<file path="src/rtl/lmr_pkg.sv">
package lmr_pkg;
  typedef enum logic [1:0] {
    ROUTE_BUS  = 2'b01,
    ROUTE_DRAM = 2'b10
  } route_e;

  localparam logic [1:0] ATTR_DRAM_RW = 2'b11;
  localparam logic [1:0] ATTR_DRAM_RO = 2'b01;
endpackage

</file>
<file path="src/rtl/lmr_rst_sync.sv">
module lmr_rst_sync #(
  parameter int STAGES = 2
) (
  input  logic clk,
  input  logic arst_n,
  output logic srst_n
);
  logic [STAGES-1:0] sync_q;
  logic [STAGES-1:0] sync_d;

  always_comb begin
    sync_d = {sync_q[STAGES-2:0], 1'b1};
  end

  always_ff @(posedge clk or negedge arst_n) begin
    if (!arst_n) sync_q <= '0;
    else         sync_q <= sync_d;
  end

  assign srst_n = sync_q[STAGES-1];
endmodule

</file>
<file path="src/rtl/lmr_cfg_regs.sv">
module lmr_cfg_regs #(
  parameter int          N_ATTR    = 7,
  parameter logic [7:0]  ATTR_BASE = 8'h59,
  parameter logic [7:0]  CTRL_OFF  = 8'h72,
  parameter logic [7:0]  CTRL_RST  = 8'h02
) (
  input  logic                clk,
  input  logic                rst_n,
  input  logic                we,
  input  logic [7:0]          off,
  input  logic [7:0]          wdata,
  output logic [N_ATTR*8-1:0] attr_q,
  output logic [7:0]          ctrl_q
);
  // one enable and one byte register per attribute offset
  for (genvar i = 0; i < N_ATTR; i++) begin : g_attr
    logic       en;
    logic [7:0] d;

    always_comb begin
      en = we && (off == ATTR_BASE + 8'(i));
      d  = en ? wdata : attr_q[i*8 +: 8];
    end

    always_ff @(posedge clk or negedge rst_n) begin
      if (!rst_n) attr_q[i*8 +: 8] <= 8'h00;
      else        attr_q[i*8 +: 8] <= d;
    end
  end

  logic       ctrl_en;
  logic [7:0] ctrl_d;

  always_comb begin
    ctrl_en = we && (off == CTRL_OFF);
    ctrl_d  = ctrl_en ? wdata : ctrl_q;
  end

  always_ff @(posedge clk or negedge rst_n) begin
    if (!rst_n) ctrl_q <= CTRL_RST;
    else        ctrl_q <= ctrl_d;
  end
endmodule

</file>
<file path="src/rtl/lmr_window_dec.sv">
module lmr_window_dec #(
  parameter int ADDR_W = 32,
  parameter int N_SEG  = 12,
  parameter int N_ATTR = 7
) (
  input  logic [ADDR_W-1:0]   addr,
  input  logic [N_ATTR*8-1:0] attr,
  output logic                video_hit,
  output logic                fld_hit,
  output logic [1:0]          fld
);
  localparam int SEG_IDX_W = 4;

  logic                 below_1m;
  logic                 top_hit;
  logic                 seg_hit;
  logic [SEG_IDX_W-1:0] seg_idx;
  logic [1:0]           seg_fld [N_SEG];
  logic [1:0]           seg_sel;

  always_comb begin
    below_1m  = (addr[ADDR_W-1:20] == '0);
    video_hit = below_1m && (addr[19:17] == 3'b101);
    top_hit   = below_1m && (addr[19:16] == 4'hF);
    seg_hit   = below_1m && (addr[19:18] == 2'b11) && !top_hit;
    seg_idx   = addr[17:14];
  end

  // segment k reads its field from byte 1 + k/2, nibble chosen by k parity
  for (genvar k = 0; k < N_SEG; k++) begin : g_seg
    assign seg_fld[k] = attr[(1 + k/2)*8 + (k%2)*4 +: 2];
  end

  always_comb begin
    seg_sel = 2'b00;
    for (int k = 0; k < N_SEG; k++) begin
      if (seg_idx == SEG_IDX_W'(k)) seg_sel = seg_fld[k];
    end
  end

  always_comb begin
    fld_hit = top_hit || seg_hit;
    fld     = top_hit ? attr[5:4] : seg_sel;
  end

  logic attr_unused;
  assign attr_unused = ^{attr[7:6], attr[3:0], addr[13:0]};
endmodule

</file>
<file path="src/rtl/lmr_route_sel.sv">
module lmr_route_sel
  import lmr_pkg::*;
(
  input  logic       video_hit,
  input  logic       fld_hit,
  input  logic [1:0] fld,
  input  logic       wr,
  input  logic       smm,
  input  logic       open_always,
  input  logic       open_in_smm,
  output logic [1:0] route
);
  route_e sel;

  always_comb begin
    sel = ROUTE_DRAM;
    if (video_hit) begin
      sel = (open_always || (smm && open_in_smm)) ? ROUTE_DRAM : ROUTE_BUS;
    end else if (fld_hit) begin
      unique case (fld)
        ATTR_DRAM_RW: sel = ROUTE_DRAM;
        ATTR_DRAM_RO: sel = wr ? ROUTE_BUS : ROUTE_DRAM;
        default:      sel = ROUTE_BUS;
      endcase
    end
    route = sel;
  end
endmodule

</file>
<file path="src/rtl/legacy_mem_router.sv">
module legacy_mem_router #(
  parameter int         ADDR_W    = 32,
  parameter int         N_SEG     = 12,
  parameter logic [7:0] ATTR_BASE = 8'h59,
  parameter logic [7:0] CTRL_OFF  = 8'h72,
  parameter logic [7:0] CTRL_RST  = 8'h02
) (
  input  logic              clk,
  input  logic              rst_n,
  input  logic [ADDR_W-1:0] acc_addr,
  input  logic              acc_wr,
  input  logic              smm_act,
  input  logic              cfg_we,
  input  logic [7:0]        cfg_off,
  input  logic [7:0]        cfg_data,
  output logic [1:0]        route
);
  localparam int N_ATTR = 1 + (N_SEG + 1) / 2;

  logic                srst_n;
  logic [N_ATTR*8-1:0] attr_q;
  logic [7:0]          ctrl_q;
  logic                video_hit;
  logic                fld_hit;
  logic [1:0]          fld;

  lmr_rst_sync #(.STAGES(2)) u_rst (
    .clk    (clk),
    .arst_n (rst_n),
    .srst_n (srst_n)
  );

  lmr_cfg_regs #(
    .N_ATTR    (N_ATTR),
    .ATTR_BASE (ATTR_BASE),
    .CTRL_OFF  (CTRL_OFF),
    .CTRL_RST  (CTRL_RST)
  ) u_regs (
    .clk    (clk),
    .rst_n  (srst_n),
    .we     (cfg_we),
    .off    (cfg_off),
    .wdata  (cfg_data),
    .attr_q (attr_q),
    .ctrl_q (ctrl_q)
  );

  lmr_window_dec #(
    .ADDR_W (ADDR_W),
    .N_SEG  (N_SEG),
    .N_ATTR (N_ATTR)
  ) u_dec (
    .addr      (acc_addr),
    .attr      (attr_q),
    .video_hit (video_hit),
    .fld_hit   (fld_hit),
    .fld       (fld)
  );

  lmr_route_sel u_sel (
    .video_hit   (video_hit),
    .fld_hit     (fld_hit),
    .fld         (fld),
    .wr          (acc_wr),
    .smm         (smm_act),
    .open_always (ctrl_q[6]),
    .open_in_smm (ctrl_q[3]),
    .route       (route)
  );

  logic ctrl_unused;
  assign ctrl_unused = ^{ctrl_q[7], ctrl_q[5:4], ctrl_q[2:0]};
endmodule

</file>
<file path="config.mk">
export PLATFORM = sky130hd
export DESIGN_NAME = legacy_mem_router
export DESIGN_NICKNAME = d
export VERILOG_FILES = /design/src/rtl/lmr_pkg.sv /design/src/rtl/lmr_rst_sync.sv /design/src/rtl/lmr_cfg_regs.sv /design/src/rtl/lmr_window_dec.sv /design/src/rtl/lmr_route_sel.sv /design/src/rtl/legacy_mem_router.sv
export SDC_FILE = /design/constraint.sdc
export NUM_CORES = 1
export LEC_CHECK = 0
export BUFFER_PORTS_ARGS = -buffer_cell sky130_fd_sc_hd__buf_2
export CORE_MARGIN = 5
export CORE_UTILIZATION = 55
export DETAILED_ROUTE_END_ITERATION = 6
export GPL_ROUTABILITY_DRIVEN = 0
export GPL_TIMING_DRIVEN = 0
export PLACE_DENSITY_LB_ADDON = 0.08
export SYNTH_ARGS = -nofsm -noshare
export SYNTH_HDL_FRONTEND = slang
export SYNTH_HIERARCHICAL = 1
export SYNTH_SLANG_ARGS = --single-unit
</file>
<file path="constraint.sdc">
create_clock -name clk -period 3 [get_ports clk]
set_clock_uncertainty 0.2 [all_clocks]
set_input_delay 0 -clock clk [delete_from_list [all_inputs] [get_ports clk]]
set_output_delay 0 -clock clk [all_outputs]
set_load 0.02 [all_outputs]
</file>
==> results.py <==
metrics = {
    "floorplan": {
        "fp-row-count": 20,
        "die_y_um": 65.52,
        "ioPinCount": 55,
        "fp.dieW_um": 65.52,
        "die-area_um2": 4293,
        "floorplan.core_area_um2": 3003,
        "initial_core_util": 0.5646,
    },
    "critical_path": {
        "r2r_slack_ns": 1.50,
        "critPathRequiredTime_ns": 2.80,
        "crit_chain": "nor2b_1 > a211oi_1 > a211oi_1 > nor4_1 > o22ai_1 > o21ai_2 > a22o_1 > buf_2",
        "crit_path_max_incr_delay_ns": 0.38,
        "r2r_end": "u_regs/ctrl_q[3]",
        "rr_worst_depth": 2,
        "path_class": "reg -> out",
        "end_kind": "primary output",
        "crit_fanout": 2,
        "cpMaxStageDelayCell": "dfrtp_1",
        "cp-start-kind": "flip-flop",
        "cp_common_cell": "a211oi_1",
        "startpoint": "u_regs/attr_q[41]",
        "crit_arrival_ns": 2.05,
        "rr_startpoint": "u_regs/ctrl_q[3]",
    },
    "final_layout": {
        "antennaDiodeCount": 0,
        "fillers": 241,
        "nNetsFinal": 250,
        "fin_util": 0.7029,
        "area_growth_pct": 24.50,
        "drive_above_1_share": 0.4545,
    },
    "power": {
        "vdd_drop_max_mv": 0.3091,
        "p_per_area_nw_per_um2": 383.5,
        "power_leakage_nw": 1.014,
    },
    "logic_synthesis": {
        "synth_fp_nets": 194,
        "syn_avg_cell_area_um2": 12.02,
        "syn-instance-count": 141,
        "synth-warning-count": 6,
        "netlist_area_um2": 1695,
    },
    "global_routing": {
        "grtUsageTotal": 0.1926,
        "grt_overflow": 0,
        "grt_first_pass_wirelength_um": 6161,
        "grt_pass1_vias": 1295,
        "antenna_found_initial": 0,
        "grt_max_degree": 29,
    },
    "hold_path": {
        "min_to": "u_regs/attr_q[28]",
        "min_from": "cfg_we",
        "min_path_cells": 4,
        "hold_path_class": "in -> reg",
    },
    "placed_design": {
        "port_buffers": 36,
        "dpl.hpwl_um": 2690,
    },
    "cts": {
        "cts.clk_slew.worst_paths_ns": 0.10,
        "cts_buffers": 5,
        "post-cts-setup-buffer-count": 0,
        "cts_tree": "done",
        "clock-sinks": 30,
        "cts_buffer_depth": 2,
        "clk_latency_ns": 0.33,
        "cts_root_buf": "clkbuf_4",
        "ctsHtreeMaxLevel": 2,
    },
    "drt": {
        "drc_errors": 0,
        "wirelength_um": 3616,
        "vias_per_cell": 5.779,
        "dr.pass1.iters": 4,
        "ant_nets": 0,
        "drtIter0Drc": 28,
        "num_vias": 1335,
        "post_drt_wl_per_cell_um": 15.65,
    },
    "sta": {
        "timing.fmax_ghz": 0.4451,
        "final_min_period_over_clock_period": 0.7489,
        "min_period_ns": 2.247,
        "max_slew_margin": 0.2509,
        "hold_viol_final": 0,
        "final_max_slew_viol_count": 0,
        "tns_ns": 0,
        "grt_setup_unrepaired": "false",
        "setup_viol": 0,
        "tightest_slew_ns": 1.124,
    },
    "run": {
        "max_cap_violations": 0,
    },
    "status": {
        "status": "finished, final reports clean",
    },
}
worst max-delay path: cells and delay by family, from the launching register on:
family,cells,cell delay (ns)
buf+inv,1,0.16
compound gates,5,0.74
flops,1,0.38
simple gates,2,0.44
stage by stage:
step	instance area [µm²]	power (mW)	setup slack (ns)	hold slack [ns]	std cells
final	2111	0.8095	0.7533	0.02397	231
after global routing	2111	0.8544	0.4829	0.04511	231
after CTS	2111	0.8154	0.7165	0.01466	231
after detailed placement	1917	0.5500	1.092	-0.4148	210
after global placement	1917	0.5449	1.103	-0.4155	210
after floorplan	1695	0.5016	1.276	-0.4956	141
metal layers:
| metal | vias up | part of all wire | global-route usage |
|---|---|---|---|
| met1 | 642 | 0.43 | 0.2336 |
| met3 | 6 | 0.082 | 0.07350 |
| met2 | 46 | 0.48 | 0.3186 |
| met5 | - | 0 | 0 |
| met4 | 0 | 0.011 | 0.05440 |
| li1 | 641 | - | - |
worst max-delay path by stage:
| stage | cells past startpoint | end |
|---|---|---|
| after floorplan | 7 | route[1] |
| after global placement | 8 | route[0] |
| after detailed placement | 8 | route[0] |
| after CTS | 8 | route[0] |
| after global routing | 8 | route[0] |
| final | 8 | route[0] |
cells in the final DEF (no fill, tap or decap), types with 2 or more instances in the layout:
cell	instances
or3_1	2
nand3_1	5
mux2i_1	5
nor3b_1	2
nor4_4	2
nor4b_1	4
dfrtp_1	30
o22ai_1	3
inv_1	5
mux2_2	25
nor3_1	4
buf_2	42
a211oi_1	3
nand4b_1	3
mux2_4	4
nor2b_1	4
clkbuf_4	5
a21oi_1	4
nor2_1	6
nand2_1	2
dlygate4sd3_1	13
sequential cells by signal, summed over array words and instances, names as in the netlist:
register,count
u_regs/attr_q,26
u_regs/ctrl_q,2
u_rst/sync_q,2
repair_timing:
action | 4_1_cts | 5_1_grt
hold buffers | 13 | 0
endpoints found under the hold margin | 30 | 0
gates resized for setup | 0 | 0
power breakdown:
group,switching [mW],internal [mW]
Combinational,0.0514,0.0632
Clock,0.143,0.112
Sequential,0.0162,0.423
Total,0.211,0.599
cell type report:
| cell class | instances | area (µm²) | area share |
|---|---|---|---|
| Clock inverter | 2 | 12.51 | 0.005928 |
| Sequential cell | 30 | 750.7 | 0.3557 |
| Inverter | 5 | 18.77 | 0.008892 |
| Clock buffer | 6 | 51.30 | 0.02430 |
| Multi-Input combinational cell | 98 | 880.8 | 0.4173 |
| Buffer | 8 | 45.04 | 0.02134 |
| Tap cell | 33 | 41.29 | 0.01956 |
| Timing Repair Buffer | 49 | 310.3 | 0.1470 |
Note: power is estimated with default switching activity, not from simulation.
